`config.mk`:
```
export PLATFORM = sky130hd
export DESIGN_NAME = lvl_irq_domain
export DESIGN_NICKNAME = d
export VERILOG_FILES = /design/src/rtl/lvl_irq_pkg.sv /design/src/rtl/lvl_irq_regs.sv /design/src/rtl/lvl_irq_gate.sv /design/src/rtl/lvl_irq_arbiter.sv /design/src/rtl/lvl_irq_domain.sv
export SDC_FILE = /design/constraint.sdc
export NUM_CORES = 2
export LEC_CHECK = 0
export ABC_AREA = 1
export BUFFER_PORTS_ARGS = -buffer_cell sky130_fd_sc_hd__buf_2
export CAP_MARGIN = 20
export CORE_MARGIN = 1
export CORE_UTILIZATION = 30
export CTS_BUF_LIST = sky130_fd_sc_hd__clkbuf_2
export DETAILED_ROUTE_END_ITERATION = 8
export SLEW_MARGIN = 20
export SYNTH_ARGS = -nofsm -noshare
export SYNTH_HDL_FRONTEND = slang
export SYNTH_SLANG_ARGS = --single-unit
```
`constraint.sdc`:
```
create_clock -name clk -period 53.1 [get_ports clk]
set_clock_uncertainty 0.1 [all_clocks]
set_input_delay 7.965 -clock clk [delete_from_list [all_inputs] [get_ports clk]]
set_output_delay 7.965 -clock clk [all_outputs]
set_load 0.02 [all_outputs]
```
`src/rtl/lvl_irq_pkg.sv`:
```
package lvl_irq_pkg;

  typedef enum logic [1:0] {
    SRC_OFF  = 2'd0,
    SRC_HIGH = 2'd1,
    SRC_LOW  = 2'd2,
    SRC_RSVD = 2'd3
  } src_mode_e;

  localparam int IDW        = 10;
  localparam logic [9:0] W_CTRL  = 10'd0;
  localparam logic [9:0] W_HART  = 10'd1;
  localparam logic [9:0] W_SETEN = 10'd2;
  localparam logic [9:0] W_CLREN = 10'd3;
  localparam logic [9:0] W_TOP   = 10'd4;
  localparam logic [9:0] W_CLAIM = 10'd5;
  localparam int CFG_BASE   = 64;

  function automatic logic rectify(src_mode_e m, logic raw);
    case (m)
      SRC_HIGH: return raw;
      SRC_LOW:  return !raw;
      default:  return 1'b0;
    endcase
  endfunction

  function automatic logic [31:0] pack_top(logic [IDW-1:0] id, logic [7:0] prio);
    return {6'b0, id, 8'b0, prio};
  endfunction

  function automatic logic num_ok(logic [IDW-1:0] n, int count);
    return (n != '0) && (int'(n) <= count);
  endfunction

endpackage

```
`src/rtl/lvl_irq_regs.sv`:
```
module lvl_irq_regs
  import lvl_irq_pkg::*;
#(
  parameter int NUM_SRC = 31,
  parameter int PRIO_W  = 8
) (
  input  logic                           clk,
  input  logic                           rst_n,
  input  logic                           wen,
  input  logic [9:0]                     widx,
  input  logic [31:0]                    wdata,
  output logic [NUM_SRC:1][1:0]          mode_q,
  output logic [NUM_SRC:1][PRIO_W-1:0]   prio_q,
  output logic [NUM_SRC:1]               en_q,
  output logic                           dom_ie_q,
  output logic                           hart_ie_q
);

  logic [IDW-1:0] num;
  logic           set_hit, clr_hit, bad_num_wr;

  assign num        = wdata[IDW-1:0];
  assign set_hit    = wen && (widx == W_SETEN) && num_ok(num, NUM_SRC);
  assign clr_hit    = wen && (widx == W_CLREN) && num_ok(num, NUM_SRC);
  assign bad_num_wr = wen && ((widx == W_SETEN) || (widx == W_CLREN)) && !num_ok(num, NUM_SRC);

  always_ff @(posedge clk) begin
    if (!rst_n) begin
      dom_ie_q  <= 1'b0;
      hart_ie_q <= 1'b0;
    end else if (wen) begin
      if (widx == W_CTRL) dom_ie_q  <= wdata[0];
      if (widx == W_HART) hart_ie_q <= wdata[0];
    end
  end

  for (genvar s = 1; s <= NUM_SRC; s++) begin : g_src
    localparam logic [9:0] CFG_W = 10'(CFG_BASE + s);
    localparam logic [IDW-1:0] SN = IDW'(s);
    logic cfg_hit;
    assign cfg_hit = wen && (widx == CFG_W);

    always_ff @(posedge clk) begin
      if (!rst_n) begin
        mode_q[s] <= SRC_OFF;
        prio_q[s] <= PRIO_W'(1);
        en_q[s]   <= 1'b0;
      end else begin
        if (cfg_hit) begin
          mode_q[s] <= wdata[9:8];
          prio_q[s] <= (wdata[PRIO_W-1:0] == '0) ? PRIO_W'(1) : wdata[PRIO_W-1:0];
        end
        if (set_hit && num == SN)      en_q[s] <= 1'b1;
        else if (clr_hit && num == SN) en_q[s] <= 1'b0;
      end
    end
  end

  logic unused_wdata;
  assign unused_wdata = ^wdata[31:10];

  assert_set_en_R3: assert property (@(posedge clk) disable iff (!rst_n)
    set_hit |=> en_q[$past(num)]);

  assert_clr_en_R4: assert property (@(posedge clk) disable iff (!rst_n)
    clr_hit |=> !en_q[$past(num)]);

  assert_bad_num_R5: assert property (@(posedge clk) disable iff (!rst_n)
    bad_num_wr |=> $stable(en_q));

endmodule

```
`src/rtl/lvl_irq_gate.sv`:
```
module lvl_irq_gate
  import lvl_irq_pkg::*;
#(
  parameter int NUM_SRC = 31
) (
  input  logic [NUM_SRC:1]      raw,
  input  logic [NUM_SRC:1][1:0] mode,
  output logic [NUM_SRC:1]      pend
);

  for (genvar s = 1; s <= NUM_SRC; s++) begin : g_rect
    assign pend[s] = rectify(src_mode_e'(mode[s]), raw[s]);
  end

endmodule

```
`src/rtl/lvl_irq_arbiter.sv`:
```
module lvl_irq_arbiter
  import lvl_irq_pkg::*;
#(
  parameter int NUM_SRC = 31,
  parameter int PRIO_W  = 8
) (
  input  logic [NUM_SRC:1]             pend,
  input  logic [NUM_SRC:1]             en,
  input  logic [NUM_SRC:1][PRIO_W-1:0] prio,
  output logic                         hit,
  output logic [IDW-1:0]               win_id,
  output logic [PRIO_W-1:0]            win_prio
);

  always_comb begin
    hit      = 1'b0;
    win_id   = '0;
    win_prio = '0;
    for (int s = 1; s <= NUM_SRC; s++) begin
      if (pend[s] && en[s] && (!hit || prio[s] < win_prio)) begin
        hit      = 1'b1;
        win_id   = IDW'(s);
        win_prio = prio[s];
      end
    end
  end

endmodule

```
`src/rtl/lvl_irq_domain.sv`:
```
module lvl_irq_domain
  import lvl_irq_pkg::*;
#(
  parameter int NUM_SRC = 31,
  parameter int PRIO_W  = 8
) (
  input  logic               clk,
  input  logic               rst_n,
  input  logic [NUM_SRC-1:0] src_i,
  input  logic               bus_wen,
  input  logic               bus_ren,
  input  logic [11:0]        bus_addr,
  input  logic [31:0]        bus_wdata,
  output logic [31:0]        bus_rdata,
  output logic               irq_o
);

  logic [9:0]                     widx;
  logic [NUM_SRC:1][1:0]          mode_q;
  logic [NUM_SRC:1][PRIO_W-1:0]   prio_q;
  logic [NUM_SRC:1]               en_q;
  logic                           dom_ie_q, hart_ie_q;
  logic [NUM_SRC:1]               pend;
  logic                           hit;
  logic [IDW-1:0]                 win_id;
  logic [PRIO_W-1:0]              win_prio;
  logic [31:0]                    top_word;

  assign widx = bus_addr[11:2];

  lvl_irq_regs #(.NUM_SRC(NUM_SRC), .PRIO_W(PRIO_W)) u_regs (
    .clk(clk), .rst_n(rst_n), .wen(bus_wen), .widx(widx), .wdata(bus_wdata),
    .mode_q(mode_q), .prio_q(prio_q), .en_q(en_q),
    .dom_ie_q(dom_ie_q), .hart_ie_q(hart_ie_q)
  );

  lvl_irq_gate #(.NUM_SRC(NUM_SRC)) u_gate (
    .raw(src_i), .mode(mode_q), .pend(pend)
  );

  lvl_irq_arbiter #(.NUM_SRC(NUM_SRC), .PRIO_W(PRIO_W)) u_arb (
    .pend(pend), .en(en_q), .prio(prio_q),
    .hit(hit), .win_id(win_id), .win_prio(win_prio)
  );

  assign top_word = hit ? pack_top(win_id, 8'(win_prio)) : '0;
  assign irq_o    = dom_ie_q && hart_ie_q && (top_word != '0);

  always_comb begin
    bus_rdata = '0;
    if (bus_ren) begin
      case (widx)
        W_CTRL:          bus_rdata = {31'b0, dom_ie_q};
        W_HART:          bus_rdata = {31'b0, hart_ie_q};
        W_TOP, W_CLAIM:  bus_rdata = top_word;
        default: begin
          for (int s = 1; s <= NUM_SRC; s++)
            if (widx == 10'(CFG_BASE + s))
              bus_rdata = {22'b0, mode_q[s], 8'(prio_q[s])};
        end
      endcase
    end
  end

  logic unused_addr;
  assign unused_addr = ^bus_addr[1:0];

  assert_top_idle_R6: assert property (@(posedge clk) disable iff (!rst_n)
    !(|(pend & en_q)) |-> (top_word == '0));

  assert_irq_gate_R10: assert property (@(posedge clk) disable iff (!rst_n)
    irq_o |-> (dom_ie_q && hart_ie_q && |(pend & en_q)));

  assert_no_stale_R2: assert property (@(posedge clk) disable iff (!rst_n)
    hit |-> (pend[win_id] && en_q[win_id]));

endmodule

```
-- After elaboration in Yosys (flattened, before gate mapping)
Index checks and enable logic that the tools add are counted.
- RAM bits: 0
- memory bits (read-only): 0
- output and inout bits: 33
- latch bits: 0
- register bits after elaboration: 343
- memories kept: 0
- input port bits: 79
- bitwise gates (word level): 0
- shift operators: 0
- multipliers: 0
- mux-type cells: 221
- order comparisons: 31
- divide/modulo/power cells: 0
- reduce and logical (&&, ||, !) cells: 290
- equal/unequal tests: 129
- add/sub/neg operators: 0
- operator list (kind ; count):
    $mux W32 ; 31
    $eq A10 B7 Y1 const B ; 31
    $mux W8 ; 32
    $lt A8 B8 Y1 ; 30
    $logic_and A1 B1 Y1 ; 161
    $eq A10 B5 Y1 const B ; 16
    $pmux W32 S3 ; 1
    $mux W1 ; 94
    $eq A10 B4 Y1 const B ; 8
    $mux W5 ; 16
    $eq A2 B1 Y1 const B ; 31
    $eq A2 B2 Y1 const B ; 31
    $pmux W1 S2 ; 31
    $reduce_bool A2 Y1 ; 31
    $logic_not A1 Y1 ; 61
    $eq A10 B3 Y1 const B ; 6
    $eq A10 B2 Y1 const B ; 4
    $mux W4 ; 8
    $reduce_bool A32 Y1 ; 1
    $logic_or A1 B1 Y1 ; 30
    $mux W26 ; 1
    $eq A10 B1 Y1 const B ; 2
    $mux W3 ; 4
    $le A10 B5 Y1 const B ; 1
    other kinds (7) ; 9

-- Logic depth before layout (Yosys ltp)
- word-level depth: 127
- mapped depth: 369
- mapped depth without buffers: 339

-- By module
Synthesis repeated with hierarchy kept, for this count alone.
- cell total of the unflattened synthesis: 4182
- area total of the unflattened synthesis: 26260.2 um^2
- modules (own cells, without submodules) (module ; area each (um^2) ; cells an instance ; seq. area each (um^2) ; times used):
    lvl_irq_regs ; 12180.4 ; 1412 ; 6866.6 ; 1
    lvl_irq_arbiter ; 9798.1 ; 1782 ; 0.0 ; 1
    lvl_irq_domain ; 3505.9 ; 802 ; 0.0 ; 1
    lvl_irq_gate ; 775.7 ; 186 ; 0.0 ; 1

-- Least setup slack after synthesis
OpenSTA, ideal clock, no wires.
- path kind: in2out
- from: input port src_i[0]
- to: output port bus_rdata[4]
- stages on the path: 308
- data arrival time: 45.346 ns
- setup slack: -0.311 ns
- buffers on the path: 30
- cell sequence: inv_1 -> nand3_1 -> nand2_1 -> nand2_1 -> inv_4 -> nand2_1 -> ha_1 -> a21oi_1 -> nor2_1 -> a211oi_1 -> nand2_1 -> nand2_2 -> nand2_2 -> inv_1 -> clkbuf_1 -> nand2_1 -> o21ai_0 -> inv_1 -> [... 272 more ...] -> a211oi_1 -> nand2_1 -> nand2_2 -> nand2_2 -> buf_6 -> nand2_2 -> o21ai_1 -> ha_1 -> a21oi_1 -> nor2_1 -> a211oi_1 -> nand2_2 -> nand2_4 -> nand2_4 -> buf_6 -> nand2_1 -> nand3_1 -> a21oi_1
- word-level cells in the longest chain between the ends: 127
- elaborated cells between the ends (all ways): 188
- those cells by class: 30 x order compare; 66 x mux; 92 x reduce/logical
- ends and longest elaborated chain (element ; RTL line ; text):
    start, declared ; lvl_irq_domain.sv:9 ; input logic [NUM_SRC-1:0] src_i,
    $logic_not A1 Y1 ; lvl_irq_pkg.sv:22 ; SRC_LOW: return !raw;
    $pmux W1 S2 (*) ; lvl_irq_pkg.sv:20 ; case (m)
    $logic_and A1 B1 Y1 (*) ; lvl_irq_arbiter.sv:20 ; if (pend[s] && en[s] && (!hit || prio[s] < win_prio)) begin
    $mux W8 / $mux W1 (equally long branches) ; lvl_irq_arbiter.sv:20 ;
    $lt A8 B8 Y1 / $logic_not A1 Y1 (equally long branches) ; lvl_irq_arbiter.sv:20 ;
    $logic_or A1 B1 Y1 ; lvl_irq_arbiter.sv:20 ;
    $logic_and A1 B1 Y1 ; lvl_irq_arbiter.sv:20 ;
    $mux W8 / $mux W1 (equally long branches) ; lvl_irq_arbiter.sv:20 ;
    [... 111 more ...] ; n/a ;
    $mux W8 / $mux W1 (equally long branches) ; lvl_irq_arbiter.sv:20 ;
    $lt A8 B8 Y1 / $logic_not A1 Y1 (equally long branches) ; lvl_irq_arbiter.sv:20 ;
    $logic_or A1 B1 Y1 ; lvl_irq_arbiter.sv:20 ;
    $logic_and A1 B1 Y1 ; lvl_irq_arbiter.sv:20 ;
    $mux W8 / $mux W1 (equally long branches) ; lvl_irq_arbiter.sv:20 ;
    $mux W26 (*) ; lvl_irq_domain.sv:46 ; assign top_word = hit ? pack_top(win_id, 8'(win_prio)) : '0;
    $pmux W32 S3 (*) ; lvl_irq_domain.sv:52 ; case (widx)
    $mux W32 (*) ; lvl_irq_domain.sv:51 ; if (bus_ren) begin
    end, declared ; lvl_irq_domain.sv:14 ; output logic [31:0] bus_rdata,
Mark *: on every way between the ends. The rest lies on a longest branch, timed or not.

-- Worst setup path after layout
- from: input port src_i[0]
- to: output port bus_rdata[6]
The elaborated chain is that of the path after synthesis.

==> metrics.txt <==
vias approximately 27000; initial drt markers 2115; largest net degree at the start of global routing 112; slowest stage delay, CP 0.34 ns; Detail Route Antenna Nets 0; Worst-Margin Slew roughly 1.5 ns; Die Y 286 um; RSZ-0062 raised after global routing yes; WP data arrival between 40 and 50 ns; failing checks max-capacitance violations, max-slew violations; IR drop worst, VDD roughly 14 uV; YS warnings 0; Root Buffer clkbuf_2; WL/cell around 17 um; Crit. End Element output pin; CTS buffer count between 90 and 100; Cell Area, Synth roughly 24000 um^2; dpl hpwl 62400 um; Placer Congestion between 0.9 and 1; drt total wl ~89000 um; core area ~80000 um^2; Setup crit start kind input port; DRC viols 0; Synth cell types 42; Total GRT Usage between 20% and 30%; maxcap violations 2; Max transition margin -2.99%; most frequent CP cell nand2_2; fin nets 4436; initial antenna violation count 6; Hold Crit Class flop to flop; post-route worst setup slack 0.369 ns; critical path fanouts, max 8; IO buf count 70; # setup viols final 0; Tcrit/Tclk final 99.3%; die footprint a little over 80000 um^2; Via density about 5; initial core utilization a little under a third; Pleak ~0.014 uW; crit path time final about 53 ns; Crit path required time roughly 45 ns; Worst-Skew Late Latency between 1 and 1.5 ns; outcome finished with violations; FMAX around 19 MHz; Cells after Synth 3702; Post-CTS Hold Fix Bufs 0; Layout area overhead 31.5%; Place WS -3.01 ns; TritonCTS clock tree yes; Cell Pwr Density approximately 15 nW/um^2; die width ~290 um; sequential fraction of the synthesis area 28.4%; CP max-delay cell ha_1; # IOs ~110; H-tree depth 3; number of synthesized register bits 343; grt total ovfl 0; CTS max path bufs 3; final hold violations 0; vias in the first global route between 20000 and 25000; hold slack final 0.372 ns; Crit Path Class input port to output pin; Avg Inst Size Synth 6.53 um^2; clock sink count 343; clock transition at the registers of the reported paths ~0.090 ns; DR pass1 iterations 6; Rows between 100 and 150; first-pass GRT wire length around 130000 um; Final Max Slew Viols 9; share of layout cells above drive strength 1 between 20% and 30%
through the flow:
step | setup TNS, ns | instances | utilization (%) | cell area [um^2] | total power (uW)
after floorplan | 0 | 3718 | - | 24300 | 277
after global placement | -36.81 | 5035 | 35.1 | 27900 | 287
after detailed placement | -38.26 | 5035 | 35.1 | 27900 | 287
after CTS | 0 | 5203 | 36.4 | 28900 | 491
after global routing | -26.56 | 5310 | 40.1 | 31800 | 506
final | 0 | 5311 | 40.1 | 31800 | 487
cells by family after synthesis:
group	after synthesis	share of synthesized area, %
DFF	343	28.4
and+or+nand+nor	1448	26.1
AOI/OAI and AO/OA	1170	26.7
adders and majority gates	166	8.59
other	1	0.0155
buffers and inverters	574	10.2
layer usage:
| layer | GRT usage (%) | vias to the layer above | routed length, um | share of wire (%) |
|---|---|---|---|---|
| met5 | 0 | - | 23 | 0.026 |
| met4 | 5.45 | 4 | 2280 | 2.6 |
| met3 | 3.41 | 157 | 4880 | 5.5 |
| met2 | 33.4 | 732 | 41200 | 46 |
| met1 | 27.8 | 12400 | 40800 | 46 |
| li1 | - | 13600 | - | - |
repair_timing:
action                     CTS  global route
setup buffers                1            88
setup endpoints to repair   13            13
gates resized for setup    105           546
hold endpoints to repair     0             0
pin swaps                    1           199
cloned                       0            17
final timing paths:
path | slack (ns) | endpoint | startpoint | cells past startpoint
setup / recovery | 0.37 | bus_rdata[6] | src_i[0] | 298
hold / removal | 0.37 | u_regs.en_q[24] | u_regs.en_q[24] | 2
setup reg to reg | 52.11 | u_regs.en_q[9] | u_regs.en_q[9] | 2
hold reg to reg | 0.37 | u_regs.en_q[24] | u_regs.en_q[24] | 2
state kept, by name, indices dropped and copies added, names as in the netlist:
| name | flops |
|---|---|
| u_regs.dom_ie_q | 1 |
| u_regs.en_q | 31 |
| u_regs.mode_q | 62 |
| u_regs.hart_ie_q | 1 |
| u_regs.prio_q | 248 |
placed cells by master (no fill, tap or decap), types with 7 or more instances in the layout:
master / count
a211oi_1: 14
a211oi_2: 30
a21oi_1: 396
a21oi_2: 37
a221oi_1: 45
buf_2: 55
buf_4: 410
buf_6: 53
clkbuf_2: 136
clkinv_1: 24
conb_1: 17
dfxtp_1: 343
ha_1: 115
ha_2: 20
ha_4: 31
inv_1: 393
inv_2: 11
nand2_1: 656
nand2_2: 139
nand2_4: 72
nand2_8: 21
nand3_1: 246
nand3_2: 7
nand4_1: 9
nor2_1: 278
nor2_2: 13
o2111ai_1: 12
o211ai_1: 17
o21ai_0: 373
o21ai_1: 46
o21ai_2: 95
o21ai_4: 16
o21bai_1: 22
o221ai_1: 22
o31ai_1: 30
or2_2: 16
worst max-delay path: cells and delay by family:
kind	cells	cell delay [ns]
buffers and inverters	24	2.96
adder cells (fa/ha/maj)	30	8.18
AND/OR/NAND/NOR	164	14.03
AO/OA/AOI/OAI	80	11.33
synth_stat cells:
| cell type | number | share of area (%) |
|---|---|---|
| nand2_1 | 748 | 12 |
| o21ai_0 | 525 | 11 |
| a21oi_1 | 439 | 9.1 |
| inv_1 | 397 | 6.2 |
| dfxtp_1 | 343 | 28 |
| nor2_1 | 290 | 4.5 |
| nand3_1 | 254 | 5.3 |
| ha_1 | 166 | 8.6 |
| clkbuf_1 | 117 | 1.8 |
| nand2_2 | 89 | 2.3 |
| a221oi_1 | 45 | 1.6 |
| a211oi_1 | 44 | 1.4 |
| nand2_4 | 34 | 1.6 |
| o31ai_1 | 30 | 0.93 |
| buf_4 | 22 | 0.68 |
| o21bai_1 | 22 | 0.68 |
| o221ai_1 | 22 | 0.80 |
| o211ai_1 | 17 | 0.53 |
| clkbuf_8 | 16 | 0.91 |
| or2_2 | 16 | 0.41 |
| o2111ai_1 | 12 | 0.43 |
| nand4_1 | 9 | 0.23 |
| buf_6 | 7 | 0.33 |
| o21ai_1 | 5 | 0.10 |
| clkinv_1 | 4 | 0.062 |
| inv_2 | 4 | 0.062 |
| nor3_1 | 4 | 0.083 |
| a31oi_1 | 3 | 0.078 |
| buf_1 | 3 | 0.047 |
| nand3_2 | 2 | 0.083 |
| o22ai_1 | 2 | 0.052 |
| a211oi_4 | 1 | 0.083 |
| a21boi_0 | 1 | 0.031 |
| a41oi_1 | 1 | 0.036 |
| buf_2 | 1 | 0.021 |
| clkinvlp_2 | 1 | 0.021 |
| conb_1 | 1 | 0.016 |
| dlygate4sd1_1 | 1 | 0.036 |
| inv_4 | 1 | 0.026 |
| nor2_2 | 1 | 0.026 |
| nor3b_1 | 1 | 0.031 |
| o21a_1 | 1 | 0.031 |
cell type report:
class | instances | area (um^2)
Tap cell | 1050 | 1310
Inverter | 407 | 1540
Antenna cell | 3 | 7.51
Multi-Input combinational cell | 2818 | 17200
Clock buffer | 136 | 681
Sequential cell | 343 | 6870
Fill cell | 8380 | 47600
Clock inverter | 31 | 174
Timing Repair Buffer | 523 | 4040
power by group:
group | internal [uW] | total (uW) | switching [uW]
Combinational | 5.27 | 24.9 | 19.6
Clock | 78.6 | 205 | 126
Sequential | 257 | 257 | 0.166
Power figures use the tool's default switching activity.
